## src/rtl/scl_pkg.sv

```systemverilog
package scl_pkg;
  localparam int SCL_DIM_W  = 13;
  localparam int SCL_FRAC_W = 16;

  typedef enum logic [1:0] {
    SCL_NONE = 2'b00,
    SCL_DOWN = 2'b01,
    SCL_UP   = 2'b10
  } scl_mode_e;

  typedef enum logic [1:0] {
    ST_IDLE,
    ST_LOAD_H,
    ST_RUN_H,
    ST_RUN_V
  } scl_state_e;
endpackage

```

## src/rtl/scl_geom.sv

```systemverilog
module scl_geom #(
  parameter int DIM_W = 13
) (
  input  logic [DIM_W-1:0] src_w,
  input  logic [DIM_W-1:0] src_h,
  input  logic [DIM_W-1:0] dst_w,
  input  logic [DIM_W-1:0] dst_h,
  input  logic [1:0]       rot,
  input  logic             early_rev,
  output logic [DIM_W-1:0] cor_w,
  output logic [DIM_W-1:0] cor_h,
  output logic [DIM_W-1:0] tgt_w,
  output logic [DIM_W-1:0] tgt_h
);
  // true when a and b differ by less than 16 in either direction
  function automatic logic is_near(input logic [DIM_W-1:0] a, input logic [DIM_W-1:0] b);
    logic signed [DIM_W+1:0] d;
    d = $signed({2'b00, a}) - $signed({2'b00, b});
    return (d < 16) && (d > -16);
  endfunction

  logic quarter_turn, fix_en;
  assign quarter_turn = rot[0];
  assign fix_en       = early_rev && quarter_turn;

  assign cor_h = (fix_en && dst_w == src_h) ? src_h - DIM_W'(8)  : src_h;
  assign cor_w = (fix_en && is_near(src_w, dst_h)) ? src_w - DIM_W'(16) : src_w;
  assign tgt_w = quarter_turn ? dst_h : dst_w;
  assign tgt_h = quarter_turn ? dst_w : dst_h;
endmodule

```

## src/rtl/scl_axis_prep.sv

```systemverilog
module scl_axis_prep
  import scl_pkg::*;
#(
  parameter int DIM_W = 13
) (
  input  logic [DIM_W-1:0] src,
  input  logic [DIM_W-1:0] tgt,
  output scl_mode_e        mode,
  output logic [DIM_W-1:0] num_hi,
  output logic [DIM_W-1:0] den,
  output logic             bump
);
  always_comb begin
    if (src == tgt) begin
      mode = SCL_NONE; num_hi = '0; den = DIM_W'(1); bump = 1'b0;
    end else if (src > tgt) begin
      mode = SCL_DOWN; num_hi = tgt; den = src; bump = 1'b1;
    end else begin
      mode = SCL_UP; num_hi = src - DIM_W'(1); den = tgt - DIM_W'(1); bump = 1'b0;
    end
  end
endmodule

```

## src/rtl/scl_divider.sv

```systemverilog
module scl_divider #(
  parameter int DIM_W = 13,
  parameter int STEPS = 16
) (
  input  logic             clk,
  input  logic             rst_n,
  input  logic             load,
  input  logic [DIM_W-1:0] num_hi,
  input  logic [DIM_W-1:0] den,
  output logic [STEPS-1:0] quo,
  output logic             fin,
  output logic             active
);
  localparam int CNT_W = $clog2(STEPS + 1);

  logic [DIM_W-1:0] rem_q, den_q;
  logic [STEPS-1:0] quo_q;
  logic [CNT_W-1:0] cnt_q;

  // one restoring step: shift in a zero, subtract when it fits
  function automatic logic [DIM_W:0] step(input logic [DIM_W-1:0] r, input logic [DIM_W-1:0] d);
    logic [DIM_W:0] sh;
    sh = {r, 1'b0};
    if (sh >= {1'b0, d}) return {1'b1, DIM_W'(sh - {1'b0, d})};
    return {1'b0, sh[DIM_W-1:0]};
  endfunction

  logic [DIM_W:0] nxt;
  assign nxt = step(rem_q, den_q);

  always_ff @(posedge clk or negedge rst_n) begin
    if (!rst_n) begin
      rem_q <= '0; den_q <= '0; quo_q <= '0; cnt_q <= '0;
      active <= 1'b0; fin <= 1'b0;
    end else begin
      fin <= 1'b0;
      if (load) begin
        rem_q <= num_hi; den_q <= den; quo_q <= '0;
        cnt_q <= CNT_W'(STEPS); active <= 1'b1;
      end else if (active) begin
        rem_q <= nxt[DIM_W-1:0];
        quo_q <= {quo_q[STEPS-2:0], nxt[DIM_W]};
        cnt_q <= cnt_q - CNT_W'(1);
        if (cnt_q == CNT_W'(1)) begin
          active <= 1'b0;
          fin    <= 1'b1;
        end
      end
    end
  end

  assign quo = quo_q;

  // partial remainder must stay below the divisor during a run
  p_rem_bound_r4: assert property (@(posedge clk) disable iff (!rst_n)
    active |-> rem_q < den_q);
  // completion strobe lasts one cycle
  p_fin_pulse_r8: assert property (@(posedge clk) disable iff (!rst_n)
    fin |=> !fin);
endmodule

```

## src/rtl/scl_factor_calc.sv

```systemverilog
module scl_factor_calc
  import scl_pkg::*;
#(
  parameter int DIM_W  = SCL_DIM_W,
  parameter int FRAC_W = SCL_FRAC_W
) (
  input  logic              clk,
  input  logic              rst_n,
  input  logic              start,
  input  logic [DIM_W-1:0]  src_w,
  input  logic [DIM_W-1:0]  src_h,
  input  logic [DIM_W-1:0]  dst_w,
  input  logic [DIM_W-1:0]  dst_h,
  input  logic [1:0]        rot,
  input  logic              early_rev,
  output logic              busy,
  output logic              done,
  output logic [1:0]        h_mode,
  output logic [FRAC_W-1:0] h_factor,
  output logic [1:0]        v_mode,
  output logic [FRAC_W-1:0] v_factor,
  output logic [DIM_W-1:0]  act_w,
  output logic [DIM_W-1:0]  act_h
);
  localparam int AXES = 2; // 0 = horizontal, 1 = vertical

  scl_state_e state_q;
  logic [DIM_W-1:0] geo_w, geo_h, geo_tw, geo_th;
  logic [DIM_W-1:0] lat_w, lat_h, lat_tw, lat_th;
  logic [DIM_W-1:0] ax_s [AXES];
  logic [DIM_W-1:0] ax_t [AXES];
  logic [DIM_W-1:0] ax_num [AXES];
  logic [DIM_W-1:0] ax_den [AXES];
  scl_mode_e        ax_mode [AXES];
  logic             ax_bump [AXES];
  logic             div_load, div_fin, div_active, sel_v, accept;
  logic [FRAC_W-1:0] div_quo, h_fac_q;

  function automatic logic [FRAC_W-1:0] final_factor(input scl_mode_e m,
                                                     input logic [FRAC_W-1:0] q,
                                                     input logic b);
    if (m == SCL_NONE) return '0;
    return q + FRAC_W'(b);
  endfunction

  scl_geom #(.DIM_W(DIM_W)) u_geom (
    .src_w(src_w), .src_h(src_h), .dst_w(dst_w), .dst_h(dst_h),
    .rot(rot), .early_rev(early_rev),
    .cor_w(geo_w), .cor_h(geo_h), .tgt_w(geo_tw), .tgt_h(geo_th)
  );

  assign ax_s[0] = lat_w;
  assign ax_t[0] = lat_tw;
  assign ax_s[1] = lat_h;
  assign ax_t[1] = lat_th;

  for (genvar a = 0; a < AXES; a++) begin : g_axis
    scl_axis_prep #(.DIM_W(DIM_W)) u_prep (
      .src(ax_s[a]), .tgt(ax_t[a]), .mode(ax_mode[a]),
      .num_hi(ax_num[a]), .den(ax_den[a]), .bump(ax_bump[a])
    );
  end

  assign accept   = start && (state_q == ST_IDLE);
  assign sel_v    = (state_q == ST_RUN_H);
  assign div_load = (state_q == ST_LOAD_H) || (state_q == ST_RUN_H && div_fin);

  scl_divider #(.DIM_W(DIM_W), .STEPS(FRAC_W)) u_div (
    .clk(clk), .rst_n(rst_n), .load(div_load),
    .num_hi(sel_v ? ax_num[1] : ax_num[0]),
    .den(sel_v ? ax_den[1] : ax_den[0]),
    .quo(div_quo), .fin(div_fin), .active(div_active)
  );

  always_ff @(posedge clk or negedge rst_n) begin
    if (!rst_n) begin
      state_q <= ST_IDLE;
      lat_w <= '0; lat_h <= '0; lat_tw <= '0; lat_th <= '0;
      h_fac_q <= '0; done <= 1'b0;
      h_mode <= SCL_NONE; v_mode <= SCL_NONE;
      h_factor <= '0; v_factor <= '0; act_w <= '0; act_h <= '0;
    end else begin
      done <= 1'b0;
      case (state_q)
        ST_IDLE: if (accept) begin
          lat_w <= geo_w; lat_h <= geo_h; lat_tw <= geo_tw; lat_th <= geo_th;
          state_q <= ST_LOAD_H;
        end
        ST_LOAD_H: state_q <= ST_RUN_H;
        ST_RUN_H: if (div_fin) begin
          h_fac_q <= final_factor(ax_mode[0], div_quo, ax_bump[0]);
          state_q <= ST_RUN_V;
        end
        ST_RUN_V: if (div_fin) begin
          h_mode   <= ax_mode[0];
          v_mode   <= ax_mode[1];
          h_factor <= h_fac_q;
          v_factor <= final_factor(ax_mode[1], div_quo, ax_bump[1]);
          act_w    <= lat_w - DIM_W'(1);
          act_h    <= lat_h - DIM_W'(1);
          done     <= 1'b1;
          state_q  <= ST_IDLE;
        end
        default: state_q <= ST_IDLE;
      endcase
    end
  end

  assign busy = (state_q != ST_IDLE);

  // done is a single pulse and coincides with the end of busy
  p_done_single_r8: assert property (@(posedge clk) disable iff (!rst_n)
    done |=> !done);
  p_done_idle_r8: assert property (@(posedge clk) disable iff (!rst_n)
    done |-> !busy);
  p_div_quiet_r8: assert property (@(posedge clk) disable iff (!rst_n)
    !busy |-> !div_active);
  // captured job geometry never moves while a run is in flight
  p_ign_start_r9: assert property (@(posedge clk) disable iff (!rst_n)
    busy |=> $stable(lat_w) && $stable(lat_h) && $stable(lat_tw) && $stable(lat_th));
  // outputs change only together with done
  p_hold_r10: assert property (@(posedge clk) disable iff (!rst_n)
    !done |-> $stable(h_factor) && $stable(v_factor) && $stable(h_mode)
              && $stable(v_mode) && $stable(act_w) && $stable(act_h));
  // an axis without resizing shows a zero factor
  p_none_zero_r2: assert property (@(posedge clk) disable iff (!rst_n)
    (h_mode == SCL_NONE |-> h_factor == '0) and (v_mode == SCL_NONE |-> v_factor == '0));
  // only the three defined mode codes appear
  p_mode_legal_r3: assert property (@(posedge clk) disable iff (!rst_n)
    h_mode != 2'b11 && v_mode != 2'b11);
endmodule

```

## config.mk

```make
export PLATFORM = sky130hd
export DESIGN_NAME = scl_factor_calc
export DESIGN_NICKNAME = d
export VERILOG_FILES = /design/src/rtl/scl_pkg.sv /design/src/rtl/scl_geom.sv /design/src/rtl/scl_axis_prep.sv /design/src/rtl/scl_divider.sv /design/src/rtl/scl_factor_calc.sv
export SDC_FILE = /design/constraint.sdc
export NUM_CORES = 1
export LEC_CHECK = 0
export ABC_AREA = 0
export ABC_CLOCK_PERIOD_IN_PS = 4050
export BUFFER_PORTS_ARGS = -buffer_cell sky130_fd_sc_hd__buf_4
export CORE_UTILIZATION = 60
export DETAILED_ROUTE_END_ITERATION = 8
export PLACE_DENSITY = 0.79
export SETUP_SLACK_MARGIN = 0.3
export SLEW_MARGIN = 20
export SYNTH_ARGS = -nofsm -noshare
export SYNTH_HDL_FRONTEND = slang
export SYNTH_SLANG_ARGS = --single-unit
```

## constraint.sdc

```tcl
create_clock -name clk -period 4.05 [get_ports clk]
set_clock_uncertainty 0.1 [all_clocks]
set_input_delay 0.405 -clock clk [delete_from_list [all_inputs] [get_ports clk]]
set_output_delay 0.405 -clock clk [all_outputs]
set_load 0.005 [all_outputs]
```

== After elaboration in Yosys (flattened, before gate mapping) ==
Cells that the tools add are included.
Word-level totals
  latch bits: 0
  output and inout port bits: 64
  memories kept: 0
  RAM bits: 0
  bits in read-only memories: 0
  input bits: 58
  register bits: 182
Operators by class
  reductions and logical operators: 16
  $lt $le $gt $ge: 5
  equal/unequal tests: 10
  multiplexer cells: 53
  bitwise operators: 0
  $add $sub $neg: 11
  shift-type cells: 0
  multiply operators: 0
  divide/modulo/power cells: 0
Operator list (number)
  two-way mux 13 bit: 16
  two-way mux 16 bit: 6
  subtractor 13 x 1 -> 13 bit, second input constant: 4
  == test 13 bit: 3
  adder 16 x 1 -> 16 bit: 2
  two-way mux 14 bit: 2
  greater-than comparator 13 bit: 2
  two-way mux 1 bit: 19
  >= comparator 14 x 13 -> 1 bit: 1
  greater-than comparator 14 x 5 -> 1 bit, second input constant: 1
  < comparator 14 x 6 -> 1 bit, second input constant: 1
  two-way mux 2 bit: 7
  subtractor 13 x 13 -> 14 bit: 1
  subtractor 13 bit: 1
  subtractor 13 x 4 -> 13 bit, second input constant: 1
  subtractor 13 x 5 -> 13 bit, second input constant: 1
  two-way mux 5 bit: 2
  case mux 2 bit (4 select lines): 1
  logical AND 1 bit: 6
  logical NOT 2 bit: 3
  AND reduction 2 bit: 3
  == test 5 x 1 -> 1 bit, second input constant: 1
  subtractor 5 x 1 -> 5 bit, second input constant: 1
  == test 2 bit, second input constant: 2
  6 further kinds: 8

== Longest topological paths before layout ==
  depth in word-level cells: 8
  depth in mapped cells: 19
  mapped depth without buffers: 16

== Modules after synthesis ==
From an unflattened synthesis, not the netlist that was laid out.
Unflattened totals
  cells, all modules: 1453
  area total of the unflattened synthesis: 13469.2 µm²
Modules (own cells, without submodules)
  scl_factor_calc: area each 6178.4 µm², instances 1, sequential area each 3328.2 µm², cells each 568
  scl_divider: area each 2845.2 µm², instances 1, sequential area each 1226.2 µm², cells each 305
  scl_axis_prep: area each 1386.3 µm², instances 2, sequential area each 0.0 µm², cells each 172
  scl_geom: area each 1672.9 µm², instances 1, sequential area each 0.0 µm², cells each 236

== Worst setup path before layout ==
Ideal clock, no wire load.
  path type: register -> register
  start: register lat_tw[6]
  end: register h_fac_q[8]
  required time: 3.885 ns
  library setup time: 0.065 ns
  slack: 0.422 ns
  cell stages (with the launch flop): 16
  arrival: 3.463 ns
  clock period less this slack: 3.628 ns
  path buffers: 3
  cells stage by stage: dfrtp_1 -> inv_1 -> ha_1 -> a211o_1 -> o21ai_0 -> a21oi_1 -> o2111ai_1 -> a21o_1 -> buf_2 -> buf_2 -> buf_1 -> inv_1 -> ha_1 -> ha_1 -> a2111oi_0 -> a21o_1
RTL lines
  start: declaration: RTL line scl_factor_calc.sv:29  | logic [DIM_W-1:0] lat_w, lat_h, lat_tw, lat_th;
  start signal: assignment: RTL line scl_factor_calc.sv:86  | lat_w <= geo_w; lat_h <= geo_h; lat_tw <= geo_tw; lat_th <= geo_th;
  end signal: assignment: RTL line scl_factor_calc.sv:91  | h_fac_q <= final_factor(ax_mode[0], div_quo, ax_bump[0]);
  end: declaration: RTL line scl_factor_calc.sv:37  | logic [FRAC_W-1:0] div_quo, h_fac_q;

==> impl_summary.md <==
Outcome
The run finished with clean final reports.

Worst hold path
The startpoint identified for the worst hold timing path is src_w[2]. Counting instances, the worst hold path has a depth of 3. In this run the worst hold path is classified as in2reg. The path with the worst hold slack has its endpoint at lat_w[2]$_DFFE_PN0P_.

Power and ir drop
The maximum ir drop on the vdd rail is 0.403 mV. The analysis attributes to cell leakage a power of 6.57 nW. Dividing total power by cell area gives a power density of 789 mW/mm².

The total power of the final layout is 0.0107 W.

Worst setup path
Traced cell by cell, the critical path runs through inv_1, ha_1, a211o_1, o21ai_0, a21oi_1, o2111ai_1, a21o_1, inv_1, ha_1, ha_1, a2111oi_0, buf_4, a21o_1. The worst endpoint data arrival time is 3730 ps. The worst path required time is 4340 ps. The launching element of the worst setup path is lat_tw[6]$_DFFE_PN0P_. The setup check on the worst reg-to-reg path leaves a slack of 610 ps. The number of cell instances on the worst register-to-register path is 13.

The most repeated library cell on the critical path is sky130_fd_sc_hd__ha_1. The worst setup path is launched from a flop. On the worst path, the slowest cell contributes a delay of 480 ps. The highest-delay cell along the critical path is sky130_fd_sc_hd__dfrtp_1. STA classifies the critical path endpoint as a flop. In this run the critical register-to-register path is captured at h_fac_q[8]$_DFFE_PN0P_. The start-to-end type of the worst setup path is reg2reg.

In this run the worst path has a maximum fanout of 6. The worst register-to-register path begins at lat_tw[6]$_DFFE_PN0P_.

Synthesis
Counting distinct cell types in the post-synthesis netlist gives 75. During synthesis, Yosys emitted a total of 0 warnings. The number of flops mapped to enable cells by yosys is 0. The prevailing post-synth register cell is sky130_fd_sc_hd__dfrtp_1.

The share of synthesized registers carrying an async set or reset is 1.00. For this run, the register share of the synthesized area comes to 0.383. The flip-flop and latch count after synthesis is 182. The average instance in the mapped netlist occupies 8.57 µm².

The cell area after synthesis is 0.0119 mm². The synthesized netlist net count is 1517. Synthesis produced 1388 cells.

Timing
Measured against its own limit, the worst slew margin works out to 0.319. In the final timing run, aggregate negative setup slack is 0 ps. For this run, the top clock speed supported by timing is 291 MHz. Setup repair after global routing left no endpoint under its margin. The clock period minus worst slack is 3440 ps. The final worst-path cycle share is 0.849. The final count of pins violating max slew came to 0.

Across all hold checks on the routed design, the worst slack comes to 66.6 ps. The slew at the pin closest to its max-slew limit is 1020 ps. Setup violations remaining at the end of the flow were counted as 0. The count of final hold-check violations is 0.

Drt
The first TritonRoute pass finished after 5 iterations. The post-detailed-route count of antenna-violating nets is 0. The sum of routed wire length over all layers is 32.3 mm. The starting DRC count in detailed routing is 856. The detail-routed net length per standard cell is 18.4 µm.

After detailed routing, the number of vias per cell comes to 6.03. After detailed routing, the number of remaining DRC violations is 0. The total vias in the final route is 10579.

Placement
The placed instances occupy a cell area of 0.0130 mm². The HPWL after detailed placement is 24.4 mm. Port buffering added 120 buffers. The final weighted congestion in routability-driven placement is 0.938. Counting tap cells, the placed design contains a total of 1722 instances.

Finish
The count of nets after finishing is 1606. The share of post-route cells with drive strength above 1 is 0.141. The count of fill cells added during filler insertion is 1537. In the layout the commonest cells are sky130_fd_sc_hd__nand2_1, sky130_fd_sc_hd__dfrtp_1, sky130_fd_sc_hd__buf_4. The number of inserted diodes is 0. After routing the design area is 0.0136 mm².

The library cell used most frequently in the layout, excluding fill and tap cells, is sky130_fd_sc_hd__nand2_1. From synthesis to final layout, the design area changed by 14.5%. The number of standard cells in the layout, taps in and fillers out is 1755.

GRT
The number of global-route vias before repair is 9845. The leftover overflow at the end of global routing is 0. The number of antenna violations at the first check in global routing is 0. The global-route wire length before repair is 51.8 mm. For this run, the total global-route usage over all layers was measured as 0.332. The maximum number of pins on one net before global-route repair is 77.

Clock tree
No sink is reached through more buffers than the 2 on the longest clock path. The clock sink count is 182. After clock tree synthesis, the clock-pin slew on the worst setup and hold paths is 80 ps.

The root buffer cell chosen for the clock tree is sky130_fd_sc_hd__clkbuf_16. TritonCTS built the clock tree. In this run the number of H-tree levels came out at 4. The number of buffers created by CTS is 17.

The number of gates resized after cts is 0. The clock latency at the later pin of the worst-skew pair is 450 ps.

Run
Across the run, the number of max-cap violations was 0.

Die
After floorplanning, the core was divided into 51 placement rows. During I/O placement, the number of pins put on the boundary was 122. The full die area is 0.0204 mm². From bottom edge to top edge, the die measures 143 µm. The die outline width is 143 µm. The starting density of the core is 0.611. The area of the core is 0.0195 mm².
==> cell families after synthesis <==
| kind of cell | synth area share |
|---|---|
| multiplexers | 0.0655 |
| AND/OR/NAND/NOR | 0.192 |
| buffers and inverters | 0.0500 |
| adder cells (fa/ha/maj) | 0.0760 |
| flip-flops | 0.383 |
| AO/OA/AOI/OAI | 0.155 |
| XOR/XNOR | 0.0781 |
==> layer usage <==
metal | global-route usage | share of wire
met5 | 0 | 0
met4 | 0.136 | 0.035
met3 | 0.0617 | 0.068
met2 | 0.519 | 0.46
met1 | 0.455 | 0.44
==> critical path: cells and delay by family (launching register included) <==
kind	cells	cell delay, ps
AOI/OAI and AO/OA	7	1610
adders and majority gates	3	810
buffers and inverters	3	380
DFF	1	480
==> synthesized netlist by cell type (3+ instances only) <==
master / instances / area (µm²)
sky130_fd_sc_hd__mux2i_1: 70 / 701
sky130_fd_sc_hd__o211ai_1: 18 / 135
sky130_fd_sc_hd__a31oi_1: 4 / 25.0
sky130_fd_sc_hd__o221ai_1: 12 / 105
sky130_fd_sc_hd__a21o_1: 18 / 135
sky130_fd_sc_hd__a211oi_1: 8 / 60.1
sky130_fd_sc_hd__nand4b_1: 3 / 26.3
sky130_fd_sc_hd__nor2b_1: 9 / 56.3
sky130_fd_sc_hd__or3_1: 6 / 37.5
sky130_fd_sc_hd__o21a_1: 7 / 52.6
sky130_fd_sc_hd__nor4_1: 17 / 106
sky130_fd_sc_hd__a21oi_1: 55 / 275
sky130_fd_sc_hd__o21ai_0: 109 / 546
sky130_fd_sc_hd__a211o_1: 5 / 43.8
sky130_fd_sc_hd__buf_2: 6 / 30.0
sky130_fd_sc_hd__mux2_2: 7 / 78.8
sky130_fd_sc_hd__nand3_1: 25 / 125
sky130_fd_sc_hd__buf_1: 11 / 41.3
sky130_fd_sc_hd__nand4_1: 20 / 125
sky130_fd_sc_hd__xnor2_1: 66 / 578
sky130_fd_sc_hd__ha_1: 69 / 863
sky130_fd_sc_hd__o31ai_1: 8 / 60.1
sky130_fd_sc_hd__clkbuf_1: 52 / 195
sky130_fd_sc_hd__o22ai_1: 9 / 56.3
sky130_fd_sc_hd__dfrtp_1: 182 / 4550
sky130_fd_sc_hd__nor3_1: 33 / 165
sky130_fd_sc_hd__nor2_1: 109 / 409
sky130_fd_sc_hd__and3_1: 4 / 25.0
sky130_fd_sc_hd__or2_2: 6 / 37.5
sky130_fd_sc_hd__xor2_1: 40 / 350
sky130_fd_sc_hd__and2_1: 3 / 18.8
sky130_fd_sc_hd__inv_1: 79 / 297
sky130_fd_sc_hd__nand2_1: 245 / 920
sky130_fd_sc_hd__nand2b_1: 14 / 87.6
sky130_fd_sc_hd__a31o_2: 3 / 26.3
==> cell type report <==
type / count / area (µm²) / share of cell area
Tap cell: 265 / 332 / 0.0243
Timing Repair Buffer: 141 / 1080 / 0.0791
Inverter: 80 / 300 / 0.0221
Sequential cell: 182 / 4550 / 0.334
Clock buffer: 18 / 439 / 0.0322
Multi-Input combinational cell: 1055 / 6750 / 0.496
Clock inverter: 14 / 166 / 0.0122
==> power by group <==
group          leakage (nW)  switching, W  internal [W]
clock network         0.294      0.000823      0.000845
logic                  3.92       0.00339       0.00250
registers              2.35      0.000808       0.00238
==> stage by stage <==
step / utilization / worst slack (ps)
after floorplan: - / 422
after global placement: 0.668 / 390
after detailed placement: 0.668 / 328
after CTS: 0.700 / 661
after global routing: 0.700 / 419
final: 0.700 / 610
==> state kept, by name, summed over array words and instances (netlist names), 13 cells and up <==
| register | cells |
|---|---|
| h_fac_q | 16 |
| h_factor | 16 |
| u_div.quo | 16 |
| v_factor | 16 |
| act_h | 13 |
| act_w | 13 |
| lat_h | 13 |
| lat_th | 13 |
| lat_tw | 13 |
| lat_w | 13 |
| u_div.den_q | 13 |
| u_div.rem_q | 13 |
==> worst max path at each step <==
stage,slack (ps),cells past startpoint,to
after floorplan,420,15,h_fac_q[8]$_DFFE_PN0P_
after global placement,390,14,lat_w[5]$_DFFE_PN0P_
after detailed placement,330,14,lat_w[5]$_DFFE_PN0P_
after CTS,660,13,h_fac_q[8]$_DFFE_PN0P_
after global routing,420,13,h_fac_q[8]$_DFFE_PN0P_
final,610,13,h_fac_q[8]$_DFFE_PN0P_
==> what timing repair did <==
item	CTS	global route
hold endpoints to repair	74	0
setup buffers	0	0
hold buffers	1	0
No activity file was read; power rests on OpenSTA's default activity.
